[src/rtl/mgmt_dec_pkg.sv]
package mgmt_dec_pkg;
  typedef enum logic [1:0] {
    MODE_FLAT     = 2'd0,
    MODE_SPLIT    = 2'd1,
    MODE_TUNNELED = 2'd2
  } acc_mode_e;

  // command word field positions (software decodes these)
  localparam int CMD_START_BIT = 15;
  localparam int CMD_C22_BIT   = 12;
  localparam int CMD_OP_LSB    = 10;
  localparam logic [1:0] OP_WR = 2'b01;
  localparam logic [1:0] OP_RD = 2'b10;

  // tunnelled register numbers at the device's own address
  localparam int REG_CMD  = 0;
  localparam int REG_DATA = 1;
endpackage

[src/rtl/strap_mode_latch.sv]
module strap_mode_latch
  import mgmt_dec_pkg::*;
#(
  parameter int STRAP_W = 4
) (
  input  logic               clk,
  input  logic               rst,
  input  logic [STRAP_W-1:0] strap_hi,
  input  logic               strap_split,
  output acc_mode_e          mode,
  output logic [STRAP_W:0]   own_addr
);
  // follow the straps while reset is held; freeze on release
  always_ff @(posedge clk) begin
    if (rst) begin
      own_addr <= {strap_hi, 1'b0};
      if (strap_split)         mode <= MODE_SPLIT;
      else if (strap_hi == '0) mode <= MODE_FLAT;
      else                     mode <= MODE_TUNNELED;
    end
  end

  assert_mode_stable_R1: assert property (@(posedge clk) disable iff (rst)
    !$past(rst) |-> ($stable(mode) && $stable(own_addr)))
    else $error("mode changed outside reset");
endmodule

[src/rtl/addr_claim.sv]
module addr_claim
  import mgmt_dec_pkg::*;
#(
  parameter int ADDR_W = 5
) (
  input  acc_mode_e         mode,
  input  logic [ADDR_W-1:0] own_addr,
  input  logic [ADDR_W-1:0] phy,
  output logic              claim,
  output logic [ADDR_W-1:0] dev
);
  localparam logic [ADDR_W-1:0] HALF_MASK = {1'b1, {(ADDR_W-1){1'b0}}};

  logic [ADDR_W-1:0] half_base;
  assign half_base = own_addr & HALF_MASK;

  always_comb begin
    claim = 1'b0;
    dev   = phy;
    unique case (mode)
      MODE_FLAT: claim = 1'b1;
      MODE_SPLIT: begin
        claim = (phy[ADDR_W-1] == own_addr[ADDR_W-1]);
        dev   = phy - half_base;
      end
      MODE_TUNNELED: claim = (phy == own_addr);
      default: claim = 1'b0;
    endcase
  end
endmodule

[src/rtl/tunnel_engine.sv]
module tunnel_engine
  import mgmt_dec_pkg::*;
#(
  parameter int ADDR_W = 5,
  parameter int DATA_W = 16,   // command layout needs at least 16
  parameter int LAT    = 4     // busy cycles per command, at least 2
) (
  input  logic              clk,
  input  logic              rst,
  input  logic              cmd_we,
  input  logic              data_we,
  input  logic [DATA_W-1:0] wdata,
  input  logic [DATA_W-1:0] ib_rdata,
  output logic [DATA_W-1:0] cmd_word,
  output logic [DATA_W-1:0] data_word,
  output logic              busy,
  output logic              ib_valid,
  output logic              ib_write,
  output logic [ADDR_W-1:0] ib_dev,
  output logic [ADDR_W-1:0] ib_reg,
  output logic [DATA_W-1:0] ib_wdata
);
  localparam int CNT_W = (LAT > 2) ? $clog2(LAT) : 1;
  localparam logic [CNT_W-1:0] CNT_LOAD = CNT_W'(LAT - 1);

  logic [DATA_W-2:0] cmd_q;
  logic [DATA_W-1:0] data_q;
  logic [CNT_W-1:0]  cnt;
  logic [1:0]        op;
  logic              op_ok;

  assign op        = cmd_q[CMD_OP_LSB +: 2];
  assign op_ok     = cmd_q[CMD_C22_BIT] && (op == OP_WR || op == OP_RD);
  assign cmd_word  = {busy, cmd_q};
  assign data_word = data_q;

  always_ff @(posedge clk) begin
    if (rst) begin
      busy     <= 1'b0;
      cnt      <= '0;
      cmd_q    <= '0;
      data_q   <= '0;
      ib_valid <= 1'b0;
      ib_write <= 1'b0;
      ib_dev   <= '0;
      ib_reg   <= '0;
      ib_wdata <= '0;
    end else begin
      ib_valid <= 1'b0;
      if (!busy) begin
        if (cmd_we) begin
          cmd_q <= wdata[DATA_W-2:0];
          if (wdata[CMD_START_BIT]) begin
            busy <= 1'b1;
            cnt  <= CNT_LOAD;
          end
        end else if (data_we) begin
          data_q <= wdata;
        end
      end else begin
        if (cnt != '0) cnt <= cnt - 1'b1;
        if (cnt == CNT_W'(1) && op_ok) begin
          ib_valid <= 1'b1;
          ib_write <= (op == OP_WR);
          ib_dev   <= cmd_q[ADDR_W +: ADDR_W];
          ib_reg   <= cmd_q[0 +: ADDR_W];
          ib_wdata <= data_q;
        end
        if (cnt == '0) begin
          busy <= 1'b0;
          if (op_ok && op == OP_RD) data_q <= ib_rdata;
        end
      end
    end
  end

  assert_start_needs_cmd_R6: assert property (@(posedge clk) disable iff (rst)
    $rose(busy) |-> $past(cmd_we && wdata[CMD_START_BIT]))
    else $error("busy rose without a start command");

  assert_access_inside_busy_R7: assert property (@(posedge clk) disable iff (rst)
    ib_valid |-> busy)
    else $error("internal access outside busy window");

  assert_bad_op_no_access_R10: assert property (@(posedge clk) disable iff (rst)
    ib_valid |-> (cmd_q[CMD_C22_BIT] && (ib_write == (op == OP_WR))))
    else $error("internal access for an invalid command");

  assert_cmd_locked_R11: assert property (@(posedge clk) disable iff (rst)
    (busy && $past(busy)) |-> $stable(cmd_q))
    else $error("command changed while busy");

  assert_data_locked_R12: assert property (@(posedge clk) disable iff (rst)
    (busy && $past(busy)) |-> $stable(data_q))
    else $error("data register changed while busy");
endmodule

[src/rtl/mgmt_access_decoder.sv]
module mgmt_access_decoder
  import mgmt_dec_pkg::*;
#(
  parameter int ADDR_W = 5,
  parameter int DATA_W = 16,
  parameter int LAT    = 4
) (
  input  logic              clk,
  input  logic              rst,
  input  logic [3:0]        strap_addr_hi,
  input  logic              strap_split,
  input  logic              req_valid,
  input  logic              req_write,
  input  logic [ADDR_W-1:0] req_phy,
  input  logic [ADDR_W-1:0] req_reg,
  input  logic [DATA_W-1:0] req_wdata,
  output logic              rsp_valid,
  output logic              rsp_claim,
  output logic [DATA_W-1:0] rsp_rdata,
  output logic              ib_valid,
  output logic              ib_write,
  output logic [ADDR_W-1:0] ib_dev,
  output logic [ADDR_W-1:0] ib_reg,
  output logic [DATA_W-1:0] ib_wdata,
  input  logic [DATA_W-1:0] ib_rdata
);
  localparam int STRAP_W = ADDR_W - 1;

  acc_mode_e         mode;
  logic [ADDR_W-1:0] own_addr;
  logic              claim;
  logic [ADDR_W-1:0] dec_dev;
  logic              tunneled;
  logic              cmd_we, data_we;
  logic [DATA_W-1:0] cmd_word, data_word;
  logic              eng_busy;
  logic              e_valid, e_write;
  logic [ADDR_W-1:0] e_dev, e_reg;
  logic [DATA_W-1:0] e_wdata;

  // direct path internal bus registers
  logic              d_valid, d_write;
  logic [ADDR_W-1:0] d_dev, d_reg;
  logic [DATA_W-1:0] d_wdata;

  // first response stage
  logic              s1_valid, s1_claim, s1_read, s1_from_ib;
  logic [DATA_W-1:0] s1_snap;

  strap_mode_latch #(.STRAP_W(STRAP_W)) u_straps (
    .clk(clk), .rst(rst), .strap_hi(strap_addr_hi[STRAP_W-1:0]),
    .strap_split(strap_split), .mode(mode), .own_addr(own_addr)
  );

  addr_claim #(.ADDR_W(ADDR_W)) u_claim (
    .mode(mode), .own_addr(own_addr), .phy(req_phy),
    .claim(claim), .dev(dec_dev)
  );

  assign tunneled = (mode == MODE_TUNNELED);
  assign cmd_we   = req_valid && claim && tunneled && req_write &&
                    (req_reg == ADDR_W'(REG_CMD));
  assign data_we  = req_valid && claim && tunneled && req_write &&
                    (req_reg == ADDR_W'(REG_DATA));

  tunnel_engine #(.ADDR_W(ADDR_W), .DATA_W(DATA_W), .LAT(LAT)) u_engine (
    .clk(clk), .rst(rst), .cmd_we(cmd_we), .data_we(data_we),
    .wdata(req_wdata), .ib_rdata(ib_rdata),
    .cmd_word(cmd_word), .data_word(data_word), .busy(eng_busy),
    .ib_valid(e_valid), .ib_write(e_write), .ib_dev(e_dev),
    .ib_reg(e_reg), .ib_wdata(e_wdata)
  );

  always_ff @(posedge clk) begin
    if (rst) begin
      d_valid    <= 1'b0;
      d_write    <= 1'b0;
      d_dev      <= '0;
      d_reg      <= '0;
      d_wdata    <= '0;
      s1_valid   <= 1'b0;
      s1_claim   <= 1'b0;
      s1_read    <= 1'b0;
      s1_from_ib <= 1'b0;
      s1_snap    <= '0;
      rsp_valid  <= 1'b0;
      rsp_claim  <= 1'b0;
      rsp_rdata  <= '1;
    end else begin
      d_valid    <= req_valid && claim && !tunneled;
      d_write    <= req_write;
      d_dev      <= dec_dev;
      d_reg      <= req_reg;
      d_wdata    <= req_wdata;

      s1_valid   <= req_valid;
      s1_claim   <= claim;
      s1_read    <= !req_write;
      s1_from_ib <= !tunneled;
      if (req_reg == ADDR_W'(REG_CMD))       s1_snap <= cmd_word;
      else if (req_reg == ADDR_W'(REG_DATA)) s1_snap <= data_word;
      else                                   s1_snap <= '0;

      rsp_valid  <= s1_valid;
      rsp_claim  <= s1_valid && s1_claim;
      if (s1_valid && s1_claim && s1_read)
        rsp_rdata <= s1_from_ib ? ib_rdata : s1_snap;
      else
        rsp_rdata <= '1;
    end
  end

  assign ib_valid = tunneled ? e_valid : d_valid;
  assign ib_write = tunneled ? e_write : d_write;
  assign ib_dev   = tunneled ? e_dev   : d_dev;
  assign ib_reg   = tunneled ? e_reg   : d_reg;
  assign ib_wdata = tunneled ? e_wdata : d_wdata;

  assert_flat_latency_R2: assert property (@(posedge clk) disable iff (rst)
    (mode == MODE_FLAT && ib_valid) |-> $past(req_valid))
    else $error("flat access without a request one cycle earlier");

  assert_split_range_R3: assert property (@(posedge clk) disable iff (rst)
    (mode == MODE_SPLIT && ib_valid) |-> !ib_dev[ADDR_W-1])
    else $error("split mode device index out of half range");

  assert_unclaimed_word_R4: assert property (@(posedge clk) disable iff (rst)
    (rsp_valid && !rsp_claim) |-> (rsp_rdata == '1))
    else $error("unclaimed response not all ones");

  assert_claim_with_rsp_R4: assert property (@(posedge clk) disable iff (rst)
    rsp_claim |-> rsp_valid)
    else $error("claim flag without response");
endmodule

[config.mk]
export PLATFORM = sky130hd
export DESIGN_NAME = mgmt_access_decoder
export DESIGN_NICKNAME = d
export VERILOG_FILES = /design/src/rtl/mgmt_dec_pkg.sv /design/src/rtl/strap_mode_latch.sv /design/src/rtl/addr_claim.sv /design/src/rtl/tunnel_engine.sv /design/src/rtl/mgmt_access_decoder.sv
export SDC_FILE = /design/constraint.sdc
export NUM_CORES = 1
export LEC_CHECK = 0
export CORE_UTILIZATION = 40
export DETAILED_ROUTE_END_ITERATION = 8
export GPL_TIMING_DRIVEN = 0
export PLACE_DENSITY = 0.77
export SYNTH_ARGS = -nofsm -noshare
export SYNTH_HDL_FRONTEND = slang
export SYNTH_SLANG_ARGS = --single-unit
[constraint.sdc]
create_clock -name clk -period 2.5 [get_ports clk]
set_clock_uncertainty 0.1 [all_clocks]
set_input_delay 0.375 -clock clk [delete_from_list [all_inputs] [get_ports clk]]
set_output_delay 0.375 -clock clk [all_outputs]
set_load 0.01 [all_outputs]
==> flow_summary.toml <==
[route]
antenna_left = 0
drt_iter0_drc = 342
vias = 3992
wire_per_inst_um = 16.5
finalWirelength_um = 13100
drc = 0
first_pass_iters = 5
vias_per_cell = 5.03

[sta]
worst_slew_margin_rel = 0.455
rsz0062_at_grt = "no"
holdWs_ps = 344
final.setup.tns_ps = 0
hold_viol_final = 0
slew_viol_final = 0
clock.fmax_mhz = 412
period_needed_ps = 2430
tightest_slew_ps = 817
fin_crit_sh = 0.971
setup-violations-final = 0
worst_slack_ps = 71.6

[global_routing]
grt_usage = 0.215
grt_pass1_wl_um = 20900
overflow = 0
grt_pass1_vias = 4132
grt_max_degree = 17
antenna_found_initial = 0

[die]
die_area_um2 = 13100
core.rowCount = 40
die_w_um = 115
core_um2 = 12200
start_util = 0.416
ioPinCount = 97
die_y_um = 115

[worst_setup_path]
slowest_delay_ps = 410
worstSetupStartpoint = "u_straps.mode[0]"
cpMostUsedCell = "buf_12"
crit_type = "reg -> out"
cp-end-kind = "primary output"
cp-start-kind = "flip-flop"
cp_max_fo = 10
path_cells = "nand2b_4, buf_12, buf_12, mux2_2, dlygate4sd2_1"
ff2ff_setup_slack_ps = 200
critPathTopFamily = "buffers and inverters"
path_buf_inv = 3
crit_required_ps = 2030
cp.arrival_ps = 1950
timing.rr.start = "u_straps.mode[0]"
crit_slowest_cell = "edfxtp_1"

[layout]
diodes = 0
utilization = 0.566
fin_nets = 668
area_delta_synth_final_pct = 35.9
final_cells = 794
drive_gt1_frac = 0.174
finish.instance_area_um2 = 6880

[clocking]
cts_inserted_buffers = 17
cts_sinks = 134
clkTransAtPathRegs_ps = 60
cts.root.buffer_cell = "clkbuf_16"
cts_max_path_buffers = 2
worstSkewPairLatency_ps = 420
htree_levels = 4
cts_tree = "built"

[logic_synthesis]
synthTopCellsByArea = "dfxtp_1 (51%), mux2_2 (9.6%), mux2i_1 (6.3%), nand2_1 (5.3%), nor2b_1 (5.2%)"
async_flop_share = 0
syn_area_um2 = 5060
synth_edf_count = 6
synth_top_area_frac = 0.506
synth_ff_type = "dfxtp_1"
yosysMostFrequentCell = "dfxtp_1"
synth.largest_area_cell = "dfxtp_1"
ys_ff_latch = 134
yosysWarnings = 0
ys_seq_area_frac = 0.542
yosysUniqueCellTypes = 34
yosys-top-cells-count = "dfxtp_1 (128), nand2_1 (71), nor2_1 (57)"
syn-num-nets = 551
synth_cells = 496
syn_avg_cell_area_um2 = 10.2

[placement]
port_buffers = 96
hpwl_um = 9180
post-place-ws_ps = -571
gp_congestion = 0.835
placed_cells = 760
place_area_um2 = 6240

[power_and_ir_drop]
pwr-share-clk = 0.487
p_switching_mw = 1.16
p_leak_nw = 2.81
ir_worst_vdd_mv = 0.353
power.total_mw = 5.02
pwr-share-comb = 0.074
powerDensity_nw_per_um2 = 729
power_frac_seq = 0.439
p_int_mw = 3.85
p_sw_frac = 0.232

[min_path]
min_path_type = "reg -> reg"
hp-start = "s1_snap[9]"

[run_status]
status = "completed"

[run]
maxCapViolations = 0
worst reg2reg max path: stages, from the launching register on:
cell and delay [ps]:
edfxtp_1 440, or3b_2 460, or4_4 440, nor3_4 200
buf_4 210, mux2_2 340
cell type report:
cell class,instances,area (µm²)
Buffer,30,174
Tap cell,168,210
Multi-Input combinational cell,326,2180
Fill cell,1000,5280
Clock inverter,12,119
Timing Repair Buffer,98,963
Inverter,6,22.5
Sequential cell,134,2740
Clock buffer,20,468
kinds of logic after synthesis:
| kind of cell | Yosys count | share of synthesized area |
|---|---|---|
| buffers and inverters | 36 | 0.0289 |
| and+or+nand+nor | 191 | 0.180 |
| AOI/OAI and AO/OA | 51 | 0.0726 |
| DFF | 134 | 0.542 |
| muxes | 75 | 0.159 |
| adders and majority gates | 4 | 0.00988 |
| xor gates and xnor gates | 5 | 0.00865 |
layout by cell type, fill, tap and decap left out, types with 4 or more instances in the layout:
master / n
ha_1: 4
dfxtp_1: 128
clkbuf_2: 4
clkinv_4: 4
clkbuf_1: 18
dlygate4sd2_1: 22
clkbuf_16: 18
mux2i_1: 32
inv_1: 6
edfxtp_1: 6
nor2_1: 57
clkdlybuf4s50_1: 68
dlymetal6s2s_1: 6
mux2_2: 43
nor2b_1: 42
nand2_1: 71
a21oi_1: 30
o221a_2: 16
power groups by stage:
stage	clock, mW	combinational [mW]	sequential, mW
finish	2.44	0.369	2.20
global route	2.57	0.395	2.21
CTS	2.47	0.371	2.20
detailed placement	0	0.372	2.25
global placement	0	0.368	2.25
floorplan	0	0.168	2.25
worst paths after layout:
path / cells after the start / end
setup / recovery: 5 / ib_wdata[6]
hold / removal: 2 / rsp_rdata[9]
setup reg to reg: 5 / u_engine.cmd_q[1]
hold reg to reg: 2 / rsp_rdata[9]
what timing repair did:
item,in CTS,in global routing
pin swaps,2,1
gates resized for setup,37,14
hold buffers,0,0
setup buffers,2,0
endpoints found under the setup margin,59,42
gates cloned,0,0
routing by layer:
metal | GRT usage | share of wire
met5 | 0 | 0
met4 | 0.0961 | 0.024
met1 | 0.255 | 0.42
met3 | 0.0577 | 0.064
met2 | 0.364 | 0.49
Note: power is estimated with default switching activity, not from simulation.
